===== src/rtl/rxg_pkg.sv =====
package rxg_pkg;

   typedef struct packed {
      logic gate_en;
      logic fast;
      logic loopback;
      logic bypass;
   } rxg_mode_t;

   function automatic logic rxg_may_gate(input rxg_mode_t m);
      return m.gate_en & m.fast & ~m.loopback & ~m.bypass;
   endfunction

endpackage


===== src/rtl/rxg_mode_ctrl.sv =====
module rxg_mode_ctrl
   import rxg_pkg::*;
#(
   parameter bit MODE_REG = 1'b1
) (
   input  logic      clk_i,
   input  logic      rst_ni,
   input  rxg_mode_t mode_d_i,
   output logic      force_run_o
);

   rxg_mode_t mode_q;

   generate
      if (MODE_REG) begin : g_reg
         always_ff @(posedge clk_i or negedge rst_ni) begin
            if (!rst_ni) mode_q <= '0;
            else         mode_q <= mode_d_i;
         end
      end else begin : g_direct
         assign mode_q = mode_d_i;
      end
   endgenerate

   assign force_run_o = ~rxg_may_gate(mode_q);

endmodule


===== src/rtl/rxg_tail_timer.sv =====
module rxg_tail_timer #(
   parameter int TAIL = 64,
   localparam int CW = $clog2(TAIL + 1)
) (
   input  logic          clk_i,
   input  logic          rst_ni,
   input  logic          wake_i,
   output logic          busy_o,
   output logic [CW-1:0] cnt_o
);

   localparam logic [CW-1:0] LOAD = CW'(TAIL);

   initial begin
      if (TAIL < 1) $error("rxg_tail_timer: TAIL must be at least 1");
   end

   logic [CW-1:0] cnt_q;

   always_ff @(posedge clk_i or negedge rst_ni) begin
      if (!rst_ni)              cnt_q <= '0;
      else if (wake_i)          cnt_q <= LOAD;
      else if (cnt_q != '0)     cnt_q <= cnt_q - 1'b1;
   end

   assign busy_o = (cnt_q != '0);
   assign cnt_o  = cnt_q;

   // a wake during the tail reloads the full length
   a_r7_reload: assert property (@(posedge clk_i) disable iff (!rst_ni)
      wake_i |=> (cnt_q == LOAD));

   // without a wake the tail counts down by one per edge
   a_r6_countdown: assert property (@(posedge clk_i) disable iff (!rst_ni)
      (!wake_i && cnt_q != '0) |=> (cnt_q == $past(cnt_q) - 1'b1));

endmodule


===== src/rtl/rxg_rx_pipe.sv =====
module rxg_rx_pipe #(
   parameter int DW = 4
) (
   input  logic          clk_i,
   input  logic          rst_ni,
   input  logic          dv_i,
   input  logic [DW-1:0] data_i,
   output logic          dv_o,
   output logic [DW-1:0] data_o
);

   initial begin
      if (DW < 1) $error("rxg_rx_pipe: DW must be at least 1");
   end

   always_ff @(posedge clk_i or negedge rst_ni) begin
      if (!rst_ni) begin
         dv_o   <= 1'b0;
         data_o <= '0;
      end else begin
         dv_o   <= dv_i;
         data_o <= data_i;
      end
   end

   // the strobe leaves one edge after it arrives
   a_r2_dv_delay: assert property (@(posedge clk_i) disable iff (!rst_ni)
      1'b1 |=> (dv_o == $past(dv_i)));

endmodule


===== src/rtl/rxg_clk_gate.sv =====
module rxg_clk_gate (
   input  logic clk_i,
   input  logic rst_ni,
   input  logic en_d_i,
   output logic en_o,
   output logic gclk_o
);

   logic en_lat;

   // enable moves only while clk_i is low, so no high phase is cut
   always_ff @(negedge clk_i or negedge rst_ni) begin
      if (!rst_ni) en_lat <= 1'b1;
      else         en_lat <= en_d_i;
   end

   assign en_o   = en_lat;
   assign gclk_o = clk_i & en_lat;

endmodule


===== src/rtl/rx_clk_idle_gate.sv =====
module rx_clk_idle_gate
   import rxg_pkg::*;
#(
   parameter int DW       = 4,
   parameter int TAIL     = 64,
   parameter bit MODE_REG = 1'b1,
   localparam int CW      = $clog2(TAIL + 1)
) (
   input  logic          clk_i,
   input  logic          rst_ni,
   input  logic          gate_en_i,
   input  logic          fast_mode_i,
   input  logic          loopback_i,
   input  logic          bypass_i,
   input  logic          rx_dv_i,
   input  logic [DW-1:0] rx_data_i,
   output logic          rx_dv_o,
   output logic [DW-1:0] rx_data_o,
   output logic          clk_en_o,
   output logic          rx_clk_o
);

   rxg_mode_t     mode_d;
   logic          force_run;
   logic          tail_busy;
   logic [CW-1:0] tail_cnt;
   logic          run_req;

   assign mode_d = '{gate_en: gate_en_i, fast: fast_mode_i,
                     loopback: loopback_i, bypass: bypass_i};

   rxg_mode_ctrl #(.MODE_REG(MODE_REG)) u_mode (
      .clk_i       (clk_i),
      .rst_ni      (rst_ni),
      .mode_d_i    (mode_d),
      .force_run_o (force_run)
   );

   rxg_tail_timer #(.TAIL(TAIL)) u_tail (
      .clk_i  (clk_i),
      .rst_ni (rst_ni),
      .wake_i (rx_dv_i),
      .busy_o (tail_busy),
      .cnt_o  (tail_cnt)
   );

   rxg_rx_pipe #(.DW(DW)) u_pipe (
      .clk_i  (clk_i),
      .rst_ni (rst_ni),
      .dv_i   (rx_dv_i),
      .data_i (rx_data_i),
      .dv_o   (rx_dv_o),
      .data_o (rx_data_o)
   );

   // the undelayed strobe wakes the clock ahead of the delayed one
   assign run_req = force_run | rx_dv_i | tail_busy;

   rxg_clk_gate u_gate (
      .clk_i  (clk_i),
      .rst_ni (rst_ni),
      .en_d_i (run_req),
      .en_o   (clk_en_o),
      .gclk_o (rx_clk_o)
   );

   // an incoming strobe already has its pulse at this edge
   a_r5_wake_ahead: assert property (@(posedge clk_i) disable iff (!rst_ni)
      rx_dv_i |-> clk_en_o);

   // loopback keeps the clock running
   a_r8_loopback_runs: assert property (@(posedge clk_i) disable iff (!rst_ni)
      $past(loopback_i) |-> clk_en_o);

   // bypass keeps the clock running
   a_r9_bypass_runs: assert property (@(posedge clk_i) disable iff (!rst_ni)
      $past(bypass_i) |-> clk_en_o);

   // outside the fast mode the clock keeps running
   a_r10_slow_runs: assert property (@(posedge clk_i) disable iff (!rst_ni)
      !$past(fast_mode_i) |-> clk_en_o);

   // idle with gating in effect gives no pulse
   a_r4_idle_low: assert property (@(posedge clk_i) disable iff (!rst_ni)
      (!force_run && !rx_dv_i && tail_cnt == '0) |-> !clk_en_o);

endmodule


===== config.mk =====
export PLATFORM = sky130hd
export DESIGN_NAME = rx_clk_idle_gate
export DESIGN_NICKNAME = d
export VERILOG_FILES = /design/src/rtl/rxg_pkg.sv /design/src/rtl/rxg_mode_ctrl.sv /design/src/rtl/rxg_tail_timer.sv /design/src/rtl/rxg_rx_pipe.sv /design/src/rtl/rxg_clk_gate.sv /design/src/rtl/rx_clk_idle_gate.sv
export SDC_FILE = /design/constraint.sdc
export NUM_CORES = 1
export LEC_CHECK = 0
export BUFFER_PORTS_ARGS = -buffer_cell sky130_fd_sc_hd__buf_2
export CAP_MARGIN = 20
export CORE_UTILIZATION = 48
export CTS_BUF_LIST = sky130_fd_sc_hd__clkbuf_16
export DETAILED_ROUTE_END_ITERATION = 8
export MAX_ROUTING_LAYER = met4
export PLACE_DENSITY_LB_ADDON = 0.05
export SYNTH_ARGS = -nofsm -noshare
export SYNTH_HDL_FRONTEND = slang
export SYNTH_SLANG_ARGS = --single-unit

===== constraint.sdc =====
create_clock -name clk_i -period 2.05 [get_ports clk_i]
set_clock_uncertainty 0.1 [all_clocks]
set_input_delay 0.1025 -clock clk_i [delete_from_list [all_inputs] [get_ports clk_i]]
set_output_delay 0.1025 -clock clk_i [all_outputs]
set_load 0.02 [all_outputs]

==> results of run 1 <==
-- cells in the mapped netlist, drive strengths merged, types with 2 or more instances --
cell type	n
or3	2
dfrtp	16
and2	2
nor2	4
nand3	2
nor3	3
inv	4
a21o	2
nand2	4
o21ai	2
-- logic make-up after synthesis --
logic type	share of synthesized area, %
buf+inv	2.92
xor+xnor	1.36
simple gates	17.5
flops	66.3
compound gates	9.92
fa+ha+maj	1.95
-- timing repair --
item                                    4_1_cts
resized for setup                             6
pin swaps                                     1
setup buffers                                 4
hold buffers                                 10
endpoints found under the setup margin        4
hold endpoints to repair                     25
-- through the flow --
| stage | setup WS (ns) | util [%] | TNS, ns | instance area [um^2] |
|---|---|---|---|---|
| after floorplan | -0.300 | - | -0.300 | 654 |
| after global placement | -0.131 | 72.6 | -0.131 | 851 |
| after detailed placement | -0.208 | 72.6 | -0.208 | 851 |
| after CTS | -0.427 | 98.6 | -0.822 | 1150 |
==> run metrics, run 1 <==
num ports 18; Cell Area, Synth 643 um^2; main area contributors after synthesis dfrtp_1, dfstp_2, nor3_1; Die Span Y 38.6 um; Syn Area/Cell 11.9 um^2; synthesized net count 66; number of synthesized flops with an enable pin 0; Syn Inst Count 54; Worst EP Category output port; FFs w/ async S/R, synth 100%; Die X 38.6 um; Detailed Place HPWL 919 um; FP Rows 12; Buffers on Ports 17; Synth area leader dfrtp_1; grt repair worst endpoint rx_clk_o; stopping stage 5_1_grt; First Err [ERROR DPL-0038] Utilization greater than 100%, impossible to legalize; Yosys warnings 0; status aborted with a tool error; Seq/Total Area, Yosys 66.3%; placed insts 97; Starting Density 54.9%; largest net degree at the start of global routing 17; Placer Congestion 0.787; share of the synthesized area in the top cell type 62.3%; Most used DFF post-synth dfrtp_1; Cell variety after synth 24; Yosys reg bits 17
==> inputs of run 2 (changes only) <==
Settings changed: CORE_AREA set to 2 2 63 65, CORE_UTILIZATION 48 to unset, CTS_BUF_LIST sky130_fd_sc_hd__clkbuf_16 to unset, DIE_AREA set to 0 0 65 67, MAX_ROUTING_LAYER met4 to unset, PLACE_DENSITY_LB_ADDON 0.05 to 0.15.
==> run 2 against run 1 <==
- synthesized cell count did not move
- synthesized area unchanged
- the flow now finishes, with violations (negative setup slack)
==> run metrics, run 2 <==
status finished with violations (was aborted with a tool error); violated checks negative setup slack; Syn Area/Cell 11.9 um^2 (unchanged); # setup viols final 4; Die Span Y 67 um (was 38.6 um); number of routed nets with antenna violations 0; slowest CP cell dfstp_2; Buffers on Ports 17 (unchanged); Starting Density 17.8% (was 54.9%); GRT Overall Usage 8.24%; global route overflow 0; Required @ worst endpoint 1.85 ns; num ports 18 (unchanged); final core occ 31.7%; synthesized net count 66 (unchanged); Crit path arrival time 2.22 ns; FP Rows 22 (was 12); Placer Congestion 0.717 (was 0.787); Yosys reg bits 17 (unchanged); number of synthesized flops with an enable pin 0 (unchanged); placed cell areas 893 um^2 (was 851 um^2); final hold viol count 0; crit path launch type flop; Nets 118; commonest non-fill, non-tap cell in the layout buf_4; Final Cell Area 1140 um^2; total number of vias 571; Crit path largest cell delay 0.53 ns; final setup TNS -0.749 ns; share of the synthesized area in the top cell type 62.3% (unchanged); Max FO, Critical Path 2; Die X 65 um (was 38.6 um); clock-pin slew on the worst setup and hold paths 0.07 ns; Detailed Place HPWL 1060 um (was 919 um); Clock Latency Late Sink 0.36 ns; vias in the first global route 597; Worst Path Buf+Inv 1; Top delay family on crit path flip-flops; RSZ-0062 raised after global routing yes; DR DRC count 0; commonest cells after routing, fill and taps aside buf_4, buf_2, dfrtp_1; WL/cell 10.1 um; Commonest cells post-synth dfrtp_1, inv_1, nand2_1, nor2_1, nor3_1 (unchanged); most numerous cell in the Yosys netlist dfrtp_1 (unchanged); DRT Wirelength 1540 um; ratio of cells with drive above 1 in the final layout 48.6%; Yosys warnings 0 (unchanged); CTS tree built; full die area 4360 um^2; measured slew at the worst slew-check pin 0.448 ns; largest net degree at the start of global routing 17; Tot Pwr 1.42 mW; main area contributors after synthesis dfrtp_1, dfstp_2, nor3_1 (unchanged); worst hold path type in -> async; Critical Path Sink Type primary output; Slew Viols, Final 0; max_slew headroom 69.8%; Core Area 3610 um^2; global-route wire length before repair 2460 um; Cell Area, Synth 643 um^2 (unchanged); Synth area leader dfrtp_1 (unchanged); initial antenna violation count 0; total power density per cell area 1250 nW/um^2; FFs w/ async S/R, synth 100% (unchanged); Worst VDD drop 0.000405 V; Pleak 0.536 nW; dpl ws -0.164 ns (was -0.208 ns); max cap viols 0; Pre-antenna DRT Iters 2; synth-to-layout area growth 77.6%; max FFs per register 7; final worst setup slack -0.376 ns; critical path cell sequence and2_4 > buf_6; Vias/cell 3.73; Cell variety after synth 24 (unchanged); Most used DFF post-synth dfrtp_1 (unchanged); Syn Inst Count 54 (unchanged); critical path class reg -> out; ANT cells 0; Seq/Total Area, Yosys 66.3% (unchanged); Initial DRC Count 8
==> run 2: cell counts after synthesis <==
Identical to the previous run, type by type.
==> run 2: where the power goes <==
group | switching [mW] | internal (mW)
clock | 0.191 | 0.326
combinational | 0.191 | 0.282
sequential | 0.0404 | 0.394
==> run 2: kinds of logic (layout without fill, tap and decap cells) <==
logic type      count (synthesis)  after routing  share of synthesized area [%]
simple gates                   21             21                           17.5
fa+ha+maj                       1              1                           1.95
flops                          17             17                           66.3
compound gates                  9              9                           9.92
buf+inv                         5             56                           2.92
xor+xnor                        1              1                           1.36
==> run 2: worst paths after layout <==
check / from / endpoint / slack, ns / cells after the start
setup / recovery: u_gate.en_o$_DFF_NN1_ / rx_clk_o / -0.38 / 2
hold / removal: rst_ni / u_tail.cnt_o[2]$_DFFE_PN0P_ / 0.14 / 3
setup reg to reg: u_tail.cnt_o[1]$_DFFE_PN0P_ / u_gate.en_o$_DFF_NN1_ / -0.08 / 5
hold reg to reg: u_tail.cnt_o[6]$_DFFE_PN0P_ / u_tail.cnt_o[6]$_DFFE_PN0P_ / 0.39 / 1
max in group asynchronous: rst_ni / u_gate.en_o$_DFF_NN1_ / 0.75 / 2
min in group clk_i: gate_en_i / u_mode.mode_q[3]$_DFF_PN0_ / 0.28 / 2
==> run 2: repair_timing <==
| item | CTS | global route |
|---|---|---|
| buffers inserted | 3 | 2 |
| endpoints found under the setup margin | 4 | 4 |
| hold buffers | 10 | 0 |
| endpoints found under the hold margin | 25 | 0 |
| pin swaps | 1 | 0 |
| resized for setup | 6 | 1 |
==> run 2: worst register-to-register path, delay by kind of cell (launching register included) <==
| kind | cells | cell delay, ns |
|---|---|---|
| adder cells (fa/ha/maj) | 1 | 0.12 |
| buffers and inverters | 1 | 0.08 |
| flip-flops | 1 | 0.39 |
| AND/OR/NAND/NOR | 3 | 0.39 |
==> run 2: final cells by class <==
class / instances / area [um^2]
flip-flops and latches: 17 / 427
multi-input cells: 32 / 224
clock buffers: 7 / 93.8
inverters: 3 / 11.3
well taps: 48 / 60.1
repair buffers: 44 / 315
fillers: 363 / 2460
clock inverters: 2 / 11.3
==> run 2: layer usage <==
| metal | wire [um] | part of all wire, % | global-route usage (%) | vias to the layer above |
|---|---|---|---|---|
| met5 | 0 | 0 | 0 | - |
| met4 | 12 | 0.78 | 3.99 | 0 |
| met3 | 129 | 8.4 | 5.74 | 2 |
| met2 | 722 | 47 | 12.9 | 21 |
| met1 | 677 | 44 | 8.30 | 263 |
| li1 | - | - | - | 285 |
==> run 2: through the flow <==
stage / std cells / hold WS (ns)
after floorplan: 54 / -0.293
after detailed placement: 131 / -0.00399
after CTS: 151 / 0.158
after global routing: 153 / 0.163
final: 153 / 0.139
after global placement: 131 / 0.000498
(Power assumes the default switching activity.)
